--- config.mk ---
export PLATFORM = sky130hd
export DESIGN_NAME = phy_reg_xlate
export DESIGN_NICKNAME = d
export VERILOG_FILES = /design/src/rtl/phy_xlate_pkg.sv /design/src/rtl/phy_reg_decode.sv /design/src/rtl/phy_bus_seq.sv /design/src/rtl/phy_reg_xlate.sv
export SDC_FILE = /design/constraint.sdc
export NUM_CORES = 1
export LEC_CHECK = 0
export CAP_MARGIN = 20
export CORE_AREA = 2 2 76 78
export DETAILED_ROUTE_END_ITERATION = 8
export DIE_AREA = 0 0 78 80
export GPL_TIMING_DRIVEN = 1
export MAX_ROUTING_LAYER = met4
export PLACE_DENSITY = 0.82
export SLEW_MARGIN = 40
export SYNTH_ARGS = -nofsm -noshare
export SYNTH_HDL_FRONTEND = slang
export SYNTH_SLANG_ARGS = --single-unit
export TNS_END_PERCENT = 50
--- constraint.sdc ---
create_clock -name clk -period 1.8 [get_ports clk]
set_clock_uncertainty 0.15 [all_clocks]
set_input_delay 0.36 -clock clk [delete_from_list [all_inputs] [get_ports clk]]
set_output_delay 0.36 -clock clk [all_outputs]
set_load 0.05 [all_outputs]
--- src/rtl/phy_xlate_pkg.sv ---
package phy_xlate_pkg;

  // What one accepted request turns into
  typedef enum logic [1:0] {
    ACT_LOCAL  = 2'd0,   // answered without a bus cycle
    ACT_BUS_RD = 2'd1,
    ACT_BUS_WR = 2'd2
  } act_e;

  typedef enum logic [1:0] {
    ST_IDLE = 2'd0,
    ST_BUS  = 2'd1,
    ST_DONE = 2'd2
  } seq_state_e;

  // Clause-22 register numbers the translator recognises
  localparam int unsigned MREG_CTRL   = 0;
  localparam int unsigned MREG_STAT   = 1;
  localparam int unsigned MREG_ID_HI  = 2;
  localparam int unsigned MREG_ID_LO  = 3;
  localparam int unsigned MREG_ADV    = 4;
  localparam int unsigned MREG_LPA    = 5;

endpackage

--- src/rtl/phy_reg_decode.sv ---
module phy_reg_decode
  import phy_xlate_pkg::*;
#(
  parameter int unsigned NUM_PHY     = 2,
  parameter int unsigned PHY_IDX_W   = 3,
  parameter int unsigned REG_W       = 5,
  parameter int unsigned ADDR_W      = 16,
  parameter int unsigned DATA_W      = 16,
  parameter int unsigned CTRL_BASE   = 'h4C,
  parameter int unsigned PHY_STRIDE  = 'h0C,
  parameter int unsigned ID_HI_ADDR  = 'h52,
  parameter int unsigned ID_LO_ADDR  = 'h50,
  parameter int unsigned IRQ_REG     = 'h1B,
  parameter int unsigned IRQ_VALUE   = 'h0505
) (
  input  logic [PHY_IDX_W-1:0] phy_idx,
  input  logic [REG_W-1:0]     reg_num,
  input  logic                 is_write,
  input  logic [NUM_PHY-1:0]   fiber,
  output act_e                 act,
  output logic [ADDR_W-1:0]    addr,
  output logic [DATA_W-1:0]    local_data,
  output logic                 local_err
);

  localparam int unsigned ID_HI_OFS = ID_HI_ADDR - CTRL_BASE;
  localparam int unsigned ID_LO_OFS = ID_LO_ADDR - CTRL_BASE;

  logic [ADDR_W-1:0] phy_off [NUM_PHY];

  // Per-PHY register-block offsets
  for (genvar g = 0; g < NUM_PHY; g++) begin : g_off
    assign phy_off[g] = ADDR_W'(g * PHY_STRIDE);
  end

  logic              phy_ok;
  logic              fiber_hit;
  logic [ADDR_W-1:0] sel_off;
  logic [ADDR_W-1:0] blk_base;

  always_comb begin
    phy_ok    = (32'(phy_idx) < NUM_PHY);
    fiber_hit = 1'b0;
    sel_off   = '0;
    for (int i = 0; i < NUM_PHY; i++) begin
      if (phy_idx == PHY_IDX_W'(i)) begin
        fiber_hit = fiber[i];
        sel_off   = phy_off[i];
      end
    end
    blk_base = sel_off + ADDR_W'(CTRL_BASE);
  end

  always_comb begin
    act        = ACT_LOCAL;
    addr       = blk_base + ADDR_W'({reg_num, 1'b0});
    local_data = '0;
    local_err  = 1'b0;
    if (!phy_ok) begin
      local_err = 1'b1;
    end else if (is_write) begin
      if (!fiber_hit &&
          (reg_num == REG_W'(MREG_CTRL) || reg_num == REG_W'(MREG_ADV)))
        act = ACT_BUS_WR;
    end else begin
      case (32'(reg_num))
        MREG_CTRL, MREG_STAT, MREG_ADV, MREG_LPA: act = ACT_BUS_RD;
        MREG_ID_HI: begin
          act  = ACT_BUS_RD;
          addr = blk_base + ADDR_W'(ID_HI_OFS);
        end
        MREG_ID_LO: begin
          act  = ACT_BUS_RD;
          addr = blk_base + ADDR_W'(ID_LO_OFS);
        end
        IRQ_REG:  local_data = DATA_W'(IRQ_VALUE);
        default:  local_data = '0;
      endcase
    end
  end

endmodule

--- src/rtl/phy_bus_seq.sv ---
module phy_bus_seq
  import phy_xlate_pkg::*;
#(
  parameter int unsigned ADDR_W = 16,
  parameter int unsigned DATA_W = 16
) (
  input  logic              clk,
  input  logic              rst,
  input  logic              req_valid,
  output logic              req_ready,
  input  act_e              act,
  input  logic [ADDR_W-1:0] dec_addr,
  input  logic [DATA_W-1:0] wdata,
  input  logic [DATA_W-1:0] local_data,
  input  logic              local_err,
  output logic              rsp_valid,
  output logic [DATA_W-1:0] rsp_rdata,
  output logic              rsp_err,
  output logic              bus_req,
  output logic              bus_we,
  output logic [ADDR_W-1:0] bus_addr,
  output logic [DATA_W-1:0] bus_wdata,
  input  logic              bus_ack,
  input  logic [DATA_W-1:0] bus_rdata,
  input  logic              bus_err
);

  seq_state_e state;

  assign req_ready = (state == ST_IDLE);

  always_ff @(posedge clk) begin
    if (rst) begin
      state     <= ST_IDLE;
      rsp_valid <= 1'b0;
      rsp_rdata <= '0;
      rsp_err   <= 1'b0;
      bus_req   <= 1'b0;
      bus_we    <= 1'b0;
      bus_addr  <= '0;
      bus_wdata <= '0;
    end else begin
      case (state)
        ST_IDLE: begin
          if (req_valid) begin
            if (act == ACT_LOCAL) begin
              rsp_valid <= 1'b1;
              rsp_rdata <= local_data;
              rsp_err   <= local_err;
              state     <= ST_DONE;
            end else begin
              bus_req   <= 1'b1;
              bus_we    <= (act == ACT_BUS_WR);
              bus_addr  <= dec_addr;
              bus_wdata <= (act == ACT_BUS_WR) ? wdata : '0;
              state     <= ST_BUS;
            end
          end
        end
        ST_BUS: begin
          if (bus_ack) begin
            bus_req   <= 1'b0;
            rsp_valid <= 1'b1;
            rsp_err   <= bus_err;
            rsp_rdata <= (bus_err || bus_we) ? '0 : bus_rdata;
            state     <= ST_DONE;
          end
        end
        default: begin
          rsp_valid <= 1'b0;
          state     <= ST_IDLE;
        end
      endcase
    end
  end

  AST_BUS_HELD: assert property (@(posedge clk) disable iff (rst)
    bus_req && !bus_ack |=> bus_req && $stable(bus_addr) && $stable(bus_wdata) && $stable(bus_we));
  AST_BUS_DROP: assert property (@(posedge clk) disable iff (rst)
    bus_req && bus_ack |=> !bus_req && rsp_valid);
  AST_ERR_NO_DATA: assert property (@(posedge clk) disable iff (rst)
    rsp_valid && rsp_err |-> rsp_rdata == '0);
  AST_RSP_ONE_CYCLE: assert property (@(posedge clk) disable iff (rst)
    rsp_valid |=> !rsp_valid);
  AST_BUSY_NOT_READY: assert property (@(posedge clk) disable iff (rst)
    (bus_req || rsp_valid) |-> !req_ready);
  AST_ACCEPT_BUSY: assert property (@(posedge clk) disable iff (rst)
    req_valid && req_ready |=> !req_ready);

endmodule

--- src/rtl/phy_reg_xlate.sv ---
module phy_reg_xlate
  import phy_xlate_pkg::*;
#(
  parameter int unsigned NUM_PHY    = 2,
  parameter int unsigned PHY_IDX_W  = 3,
  parameter int unsigned REG_W      = 5,
  parameter int unsigned ADDR_W     = 16,
  parameter int unsigned DATA_W     = 16,
  parameter int unsigned CTRL_BASE  = 'h4C,
  parameter int unsigned PHY_STRIDE = 'h0C,
  parameter int unsigned ID_HI_ADDR = 'h52,
  parameter int unsigned ID_LO_ADDR = 'h50,
  parameter int unsigned IRQ_REG    = 'h1B,
  parameter int unsigned IRQ_VALUE  = 'h0505
) (
  input  logic                 clk,
  input  logic                 rst,
  input  logic                 req_valid,
  output logic                 req_ready,
  input  logic [PHY_IDX_W-1:0] req_phy,
  input  logic [REG_W-1:0]     req_reg,
  input  logic                 req_write,
  input  logic [DATA_W-1:0]    req_wdata,
  input  logic [NUM_PHY-1:0]   port_fiber,
  output logic                 rsp_valid,
  output logic [DATA_W-1:0]    rsp_rdata,
  output logic                 rsp_err,
  output logic                 bus_req,
  output logic                 bus_we,
  output logic [ADDR_W-1:0]    bus_addr,
  output logic [DATA_W-1:0]    bus_wdata,
  input  logic                 bus_ack,
  input  logic [DATA_W-1:0]    bus_rdata,
  input  logic                 bus_err
);

  act_e              dec_act;
  logic [ADDR_W-1:0] dec_addr;
  logic [DATA_W-1:0] dec_data;
  logic              dec_err;

  phy_reg_decode #(
    .NUM_PHY(NUM_PHY), .PHY_IDX_W(PHY_IDX_W), .REG_W(REG_W),
    .ADDR_W(ADDR_W), .DATA_W(DATA_W), .CTRL_BASE(CTRL_BASE),
    .PHY_STRIDE(PHY_STRIDE), .ID_HI_ADDR(ID_HI_ADDR),
    .ID_LO_ADDR(ID_LO_ADDR), .IRQ_REG(IRQ_REG), .IRQ_VALUE(IRQ_VALUE)
  ) i_decode (
    .phy_idx    (req_phy),
    .reg_num    (req_reg),
    .is_write   (req_write),
    .fiber      (port_fiber),
    .act        (dec_act),
    .addr       (dec_addr),
    .local_data (dec_data),
    .local_err  (dec_err)
  );

  phy_bus_seq #(.ADDR_W(ADDR_W), .DATA_W(DATA_W)) i_seq (
    .clk        (clk),
    .rst        (rst),
    .req_valid  (req_valid),
    .req_ready  (req_ready),
    .act        (dec_act),
    .dec_addr   (dec_addr),
    .wdata      (req_wdata),
    .local_data (dec_data),
    .local_err  (dec_err),
    .rsp_valid  (rsp_valid),
    .rsp_rdata  (rsp_rdata),
    .rsp_err    (rsp_err),
    .bus_req    (bus_req),
    .bus_we     (bus_we),
    .bus_addr   (bus_addr),
    .bus_wdata  (bus_wdata),
    .bus_ack    (bus_ack),
    .bus_rdata  (bus_rdata),
    .bus_err    (bus_err)
  );

  // A request that is refused must never reach the bus
  AST_BAD_PHY_LOCAL: assert property (@(posedge clk) disable iff (rst)
    req_valid && req_ready && (32'(req_phy) >= NUM_PHY) |=> !bus_req && rsp_valid && rsp_err);

endmodule

# Word level (Yosys, flattened, before mapping)
# Cells that the tools add are included.
dict set report classes {
  n_div 0
  eq_ne 13
  n_reduce_logical 15
  multipliers 0
  shift 0
  n_bitwise 1
  muxes 36
  addsub 4
  n_lt_le_gt_ge 1
}
# operator n
set op_table {}
lappend op_table {{16-bit 2-to-1 mux} 9}
lappend op_table {{16-bit case mux with 2 select lines} 2}
lappend op_table {{16-bit by 3-bit adder with 16-bit output, second input constant} 2}
lappend op_table {{16-bit by 6-bit adder with 16-bit output} 1}
lappend op_table {{1-bit 2-to-1 mux} 13}
lappend op_table {{2-bit 2-to-1 mux} 6}
lappend op_table {{11-bit 2-to-1 mux} 1}
lappend op_table {{5-bit by 2-bit equality test with 1-bit output, second input constant} 2}
lappend op_table {{5-bit by 3-bit equality test with 1-bit output, second input constant} 2}
lappend op_table {{4-bit by 7-bit adder with 8-bit output, second input constant} 1}
lappend op_table {{4-bit AND reduction} 2}
lappend op_table {{2-bit != test, second input constant} 3}
lappend op_table {{1-bit case mux with 2 select lines} 3}
lappend op_table {{3-bit AND reduction} 2}
lappend op_table {{6-bit OR reduction} 1}
lappend op_table {{5-bit by 1-bit equality test with 1-bit output, second input constant} 1}
lappend op_table {{5-bit equality test, second input constant} 1}
lappend op_table {{5-bit logical NOT} 1}
lappend op_table {{2-bit logical NOT} 2}
lappend op_table {{4-bit 2-to-1 mux} 1}
lappend op_table {{2-bit case mux with 2 select lines} 1}
lappend op_table {{3-bit by 1-bit equality test with 1-bit output, second input constant} 1}
lappend op_table {{3-bit logical NOT} 1}
lappend op_table {{3-bit by 2-bit less-than comparator with 1-bit output, second input constant} 1}
lappend op_table {{9 further kinds} 10}
dict set report totals {
  elab_cells 78
  ramBits 0
  mem_bits_ro 0
  ff_bits 54
  latchBits 0
  mem_count 0
}

# Logic depth before layout (Yosys ltp)
dict set report depth {
  word_depth 12
  ltp_mapped 8
  mapped_depth_nobuf 8
}

# Hierarchy
# A second synthesis with hierarchy kept.
dict set report unflattened {
  cells_unflattened 284
  area_unflattened_um2 2523.7
}
# mod seq_area_each_um2 n_inst area_per_inst_um2 cells_per_inst
set by_module_without_submodules {}
lappend by_module_without_submodules {phy_bus_seq 1081.0 1 2089.5 227}
lappend by_module_without_submodules {phy_reg_decode 0.0 1 434.2 57}

# Least setup slack after synthesis
# OpenSTA, ideal clock, no wires.
dict set report synth_path {
  path_type {register to register}
  start {register i_seq.state[0]}
  end {register i_seq.rsp_rdata[10]}
  path_slack_ns -0.279
  arrival_time_ns 1.857
  stages_incl_launch_ff 7
  period_less_slack_ns 2.079
  t_required_ns 1.578
  cell_sequence {dfxtp_1 nor2_1 a21oi_2 o21bai_1 buf_6 buf_12 mux2i_1}
}
dict set report synth_via {
  elab_chain_cells 3
  word_cells_on_any_way 8
}
# element line
set synth_rtl {}
lappend synth_rtl {{start, declared} phy_bus_seq.sv:28} ;# seq_state_e state;
lappend synth_rtl {{start signal, assigned} phy_bus_seq.sv:34} ;# state <= ST_IDLE;
lappend synth_rtl {{start signal, assigned} phy_bus_seq.sv:50} ;# state <= ST_DONE;
lappend synth_rtl {{start signal, assigned} phy_bus_seq.sv:56} ;# state <= ST_BUS;
lappend synth_rtl {{2-bit logical NOT *} -}
lappend synth_rtl {{via req_ready} phy_reg_xlate.sv:19} ;# output logic req_ready,
lappend synth_rtl {{2-bit by 1-bit != test with 1-bit output (no source line) (tied with other cells)} -}
lappend synth_rtl {{4-bit AND reduction (no source line)} -}
lappend synth_rtl {{end signal, assigned} phy_bus_seq.sv:48} ;# rsp_rdata <= local_data;
lappend synth_rtl {{end signal, assigned} phy_bus_seq.sv:65} ;# rsp_rdata <= (bus_err || bus_we) ? '0 : bus_rdata;
lappend synth_rtl {{end, declared} phy_bus_seq.sv:17} ;# output logic [DATA_W-1:0] rsp_rdata,
# The timed path passes the listed nets; every way through them passes the cells marked *.
# A chain may end at the register's enable or synchronous reset.

# Worst setup path after layout
dict set report layout_path {
  start {input req_valid}
  end {register i_seq.rsp_rdata[0]}
}
dict set report layout_via {
  elab_chain_cells 2
}
# element line
set layout_rtl {}
lappend layout_rtl {{start, declared} phy_reg_xlate.sv:18} ;# input logic req_valid,
lappend layout_rtl {{2-bit != test (no source line)} -}
lappend layout_rtl {{4-bit AND reduction (no source line)} -}
# No other way between the ends.

==> impl_results.md <==
* Horiz. Die Dim at 78 µm
* TritonCTS clock tree: yes
* Combinational group share of total power at 20.5%
* Global-route wire length before repair at 9.81 mm
* Synth Instances at 242
* CP Launch Type: primary input
* Routability cong. at 0.971
* Largest area contributor in the netlist: dfxtp_1
* TritonRoute pass-1 iters at 4
* Max H-tree Level at 2
* Mux share of post-synthesis cell area at 8.77%
* Total routed wirelength at 6.34 mm
* GRT Util Overall at 20.4%
* Max Root-Sink Buffers at 2
* Count leader, synth: dfxtp_1
* Power, Total at 0.00216 W
* Clock transition at path regs at 90 ps
* Post-Place Cell Area at ~3200 µm²
* Most frequent cells after synthesis: 45 x dfxtp_1, 27 x a21oi_1, 20 x o21ai_0
* Core ar. at 5410 µm²
* Clk Latency, worst-skew pair at 290 ps
* DR iter-0 viols at 83
* Critical path peak fanout at 5
* Sinks on Clock Net at 45
* Post-synthesis simple-gate area fraction at 20.5%
* ANT cells at 0
* P_leak at 1.50 nW
* Max Slew Vio Count at 0
* #FFs+latches synth at 45
* Hold_ws at approximately 320 ps
* I/O pins at 101
* CP max stage cell: clkdlybuf4s50_1
* Fraction of layout cells with a size suffix above 1 at 32.5%
* Async S/R FF share, synth at 0%
* Dominant synthesized flop cell: dfxtp_1
* Hold crit path type: flop to flop
* GR met3 Demand/Resource at 5.20%
* Net Switching at a little under 0.0006 W
* Layout net count at around 410
* Placed cell count at 425
* Warnings, synthesis at 0
* Fmax at 571 MHz
* DRT antenna net count at 0
* Vias at 2159
* Via density at about 5.0
* Max VDD drop at 0.000380 V
* Total CTS buffers at 5
* GRT overflow at 0
* Pin count of the biggest net entering global routing at 34
* Critical Path AT at roughly 1800 ps
* GR met2 Demand/Resource at 34.9%
* Post-Syn Area at around 2200 µm²
* Internal power at between 0.0015 and 0.002 W
* Max-Cap Viols at 0
* Wire per inst at about 15 µm
* Final instance area at about 3500 µm²
* Sw frac at 26.8%
* XOR/XNOR share of the synthesized area at 1.21%
* GRT busiest layer: met2
* Sequential share of the synthesized area at 41.5%
* Die area at 6240 µm²
* Final min period at 1750 ps
* Seq pwr share at 46.9%
* Synth cell types at 40
* Synth top area share at between 40% and 50%
* EDFF count, synth at 0
* Adder-cell share of the synthesized area at roughly 1.7%
* Initial antenna violation count at 0
* Hold_buf cts at 0
* CP cell instances: clkdlybuf4s50_1, mux2i_2, buf_4, a21oi_2, o21bai_4, buf_6, mux2i_1
* Starting Density at 40.1%
* Residual DRC at 0
* DP Wirelength at approximately 4.6 mm
* Setup CP Type: primary input to flop
* FP Rows at 27
* DIE HEIGHT at 80 µm
* Status: finished clean
* Final setup fails at 0
* Final hold vios at 0
* Synthesized area per cell at approximately 9.0 µm²
* Period utilization at 97.2%
* Worst Setup End Kind: flop
* Power density over the cells at between 600 and 700 nW/µm²
* Post-CTS Setup Inserts at 0
* Port buffer count at 91
* Root Buffer: clkbuf_8
* Largest family of logic cells by synthesized area: simple AND/OR/NAND/NOR gates
* Vias in the first global route at 2083
* Top cells by area, synth: dfxtp_1 42%, mux2i_1 8.8%, a21oi_1 6.2%
* Critical path's largest stage delay at 450 ps
* Met1 usage at 23.7%
* Required @ worst endpoint at 1870 ps
* Synth Area in Compound Gates at ~17%
* P&R area growth vs syn at 60.4%
* Post-Layout Cell Count at 435
* Clock power share at roughly 33%
[layer usage]
layer  up-vias  wire length [µm]
met5         -                 0
met4         0                93
met3        10               407
met2        75              3120
met1      1018              2720
li1       1056                 -
[critical path, delay by kind of cell]
kind	cells	cell delay, ps
buf+inv	3	770
compound gates	2	280
mux	2	420
[stage by stage]
step | worst slack, ps | TNS [ps] | util [%]
floorplan | 112 | 0 | -
global placement | -425 | -17240 | 60.1
detailed placement | -519 | -19640 | 60.1
CTS | 21.1 | 0 | 63.7
global route | -2.09 | -2.09 | 64.4
finish | 49.8 | 0 | 64.4
[power by group through the flow]
| stage | registers (W) | clock network, W | logic [W] |
|---|---|---|---|
| finish | 0.00101 | 0.000702 | 0.000443 |
| global route | 0.00101 | 0.000762 | 0.000465 |
| CTS | 0.00101 | 0.000725 | 0.000429 |
| detailed placement | 0.00103 | 0 | 0.000404 |
| global placement | 0.00103 | 0 | 0.000403 |
| floorplan | 0.00106 | 0 | 0.000200 |
[repair_timing]
| action | 4_1_cts | 5_1_grt |
|---|---|---|
| endpoints found under the setup margin | 41 | 34 |
| gates resized for setup | 28 | 11 |
| cloned | 2 | 0 |
| pin swaps | 8 | 2 |
[kinds of logic (layout without fill, tap and decap cells)]
group                    after synthesis  count (layout)
AO/OA/AOI/OAI                         63              63
other                                  1               9
AND/OR/NAND/NOR                       78              78
XOR/XNOR                               3               3
buffers and inverters                 30             143
multiplexers                          19              19
flip-flops                            45              45
adder cells (fa/ha/maj)                3               3
[final timing paths]
| kind | start | end | slack (ps) | cells after the start |
|---|---|---|---|---|
| worst min register to register | i_seq.bus_req | i_seq.bus_req | 320 | 1 |
| worst max register to register | i_seq.state[0] | i_seq.rsp_rdata[0] | 120 | 6 |
| worst max-delay path | req_valid | i_seq.rsp_rdata[0] | 50 | 7 |
| worst min-delay path | i_seq.bus_req | i_seq.bus_req | 320 | 1 |
[registers in the layout, summed over array words and instances, names as in the netlist]
signal	flops
i_seq.bus_wdata	16
i_seq.rsp_rdata	16
i_seq.bus_addr	7
i_seq.state	2
i_seq.bus_req	1
i_seq.bus_we	1
i_seq.rsp_err	1
i_seq.rsp_valid	1
[layout by cell type (no fill, tap or decap), drive strengths merged, types with 6 or more instances in the layout]
cell type and instances:
o21ai 20, mux2i 19, dlygate4sd2 8, dfxtp 45
nand2 16, clkdlybuf4s50 37, and2 6, clkbuf 7
buf 84, a21oi 29, nand3 18, conb 9
nand2b 19
[layout make-up]
cell class | count | area [µm²]
tap | 72 | 90.1
timing repair buffer | 131 | 1160
sequential | 45 | 902
clock buffer | 7 | 96.3
multi-input combinational | 175 | 1200
inverter | 4 | 15.0
clock inverter | 1 | 8.76
fill | 456 | 1920
(Power assumes the default switching activity.)
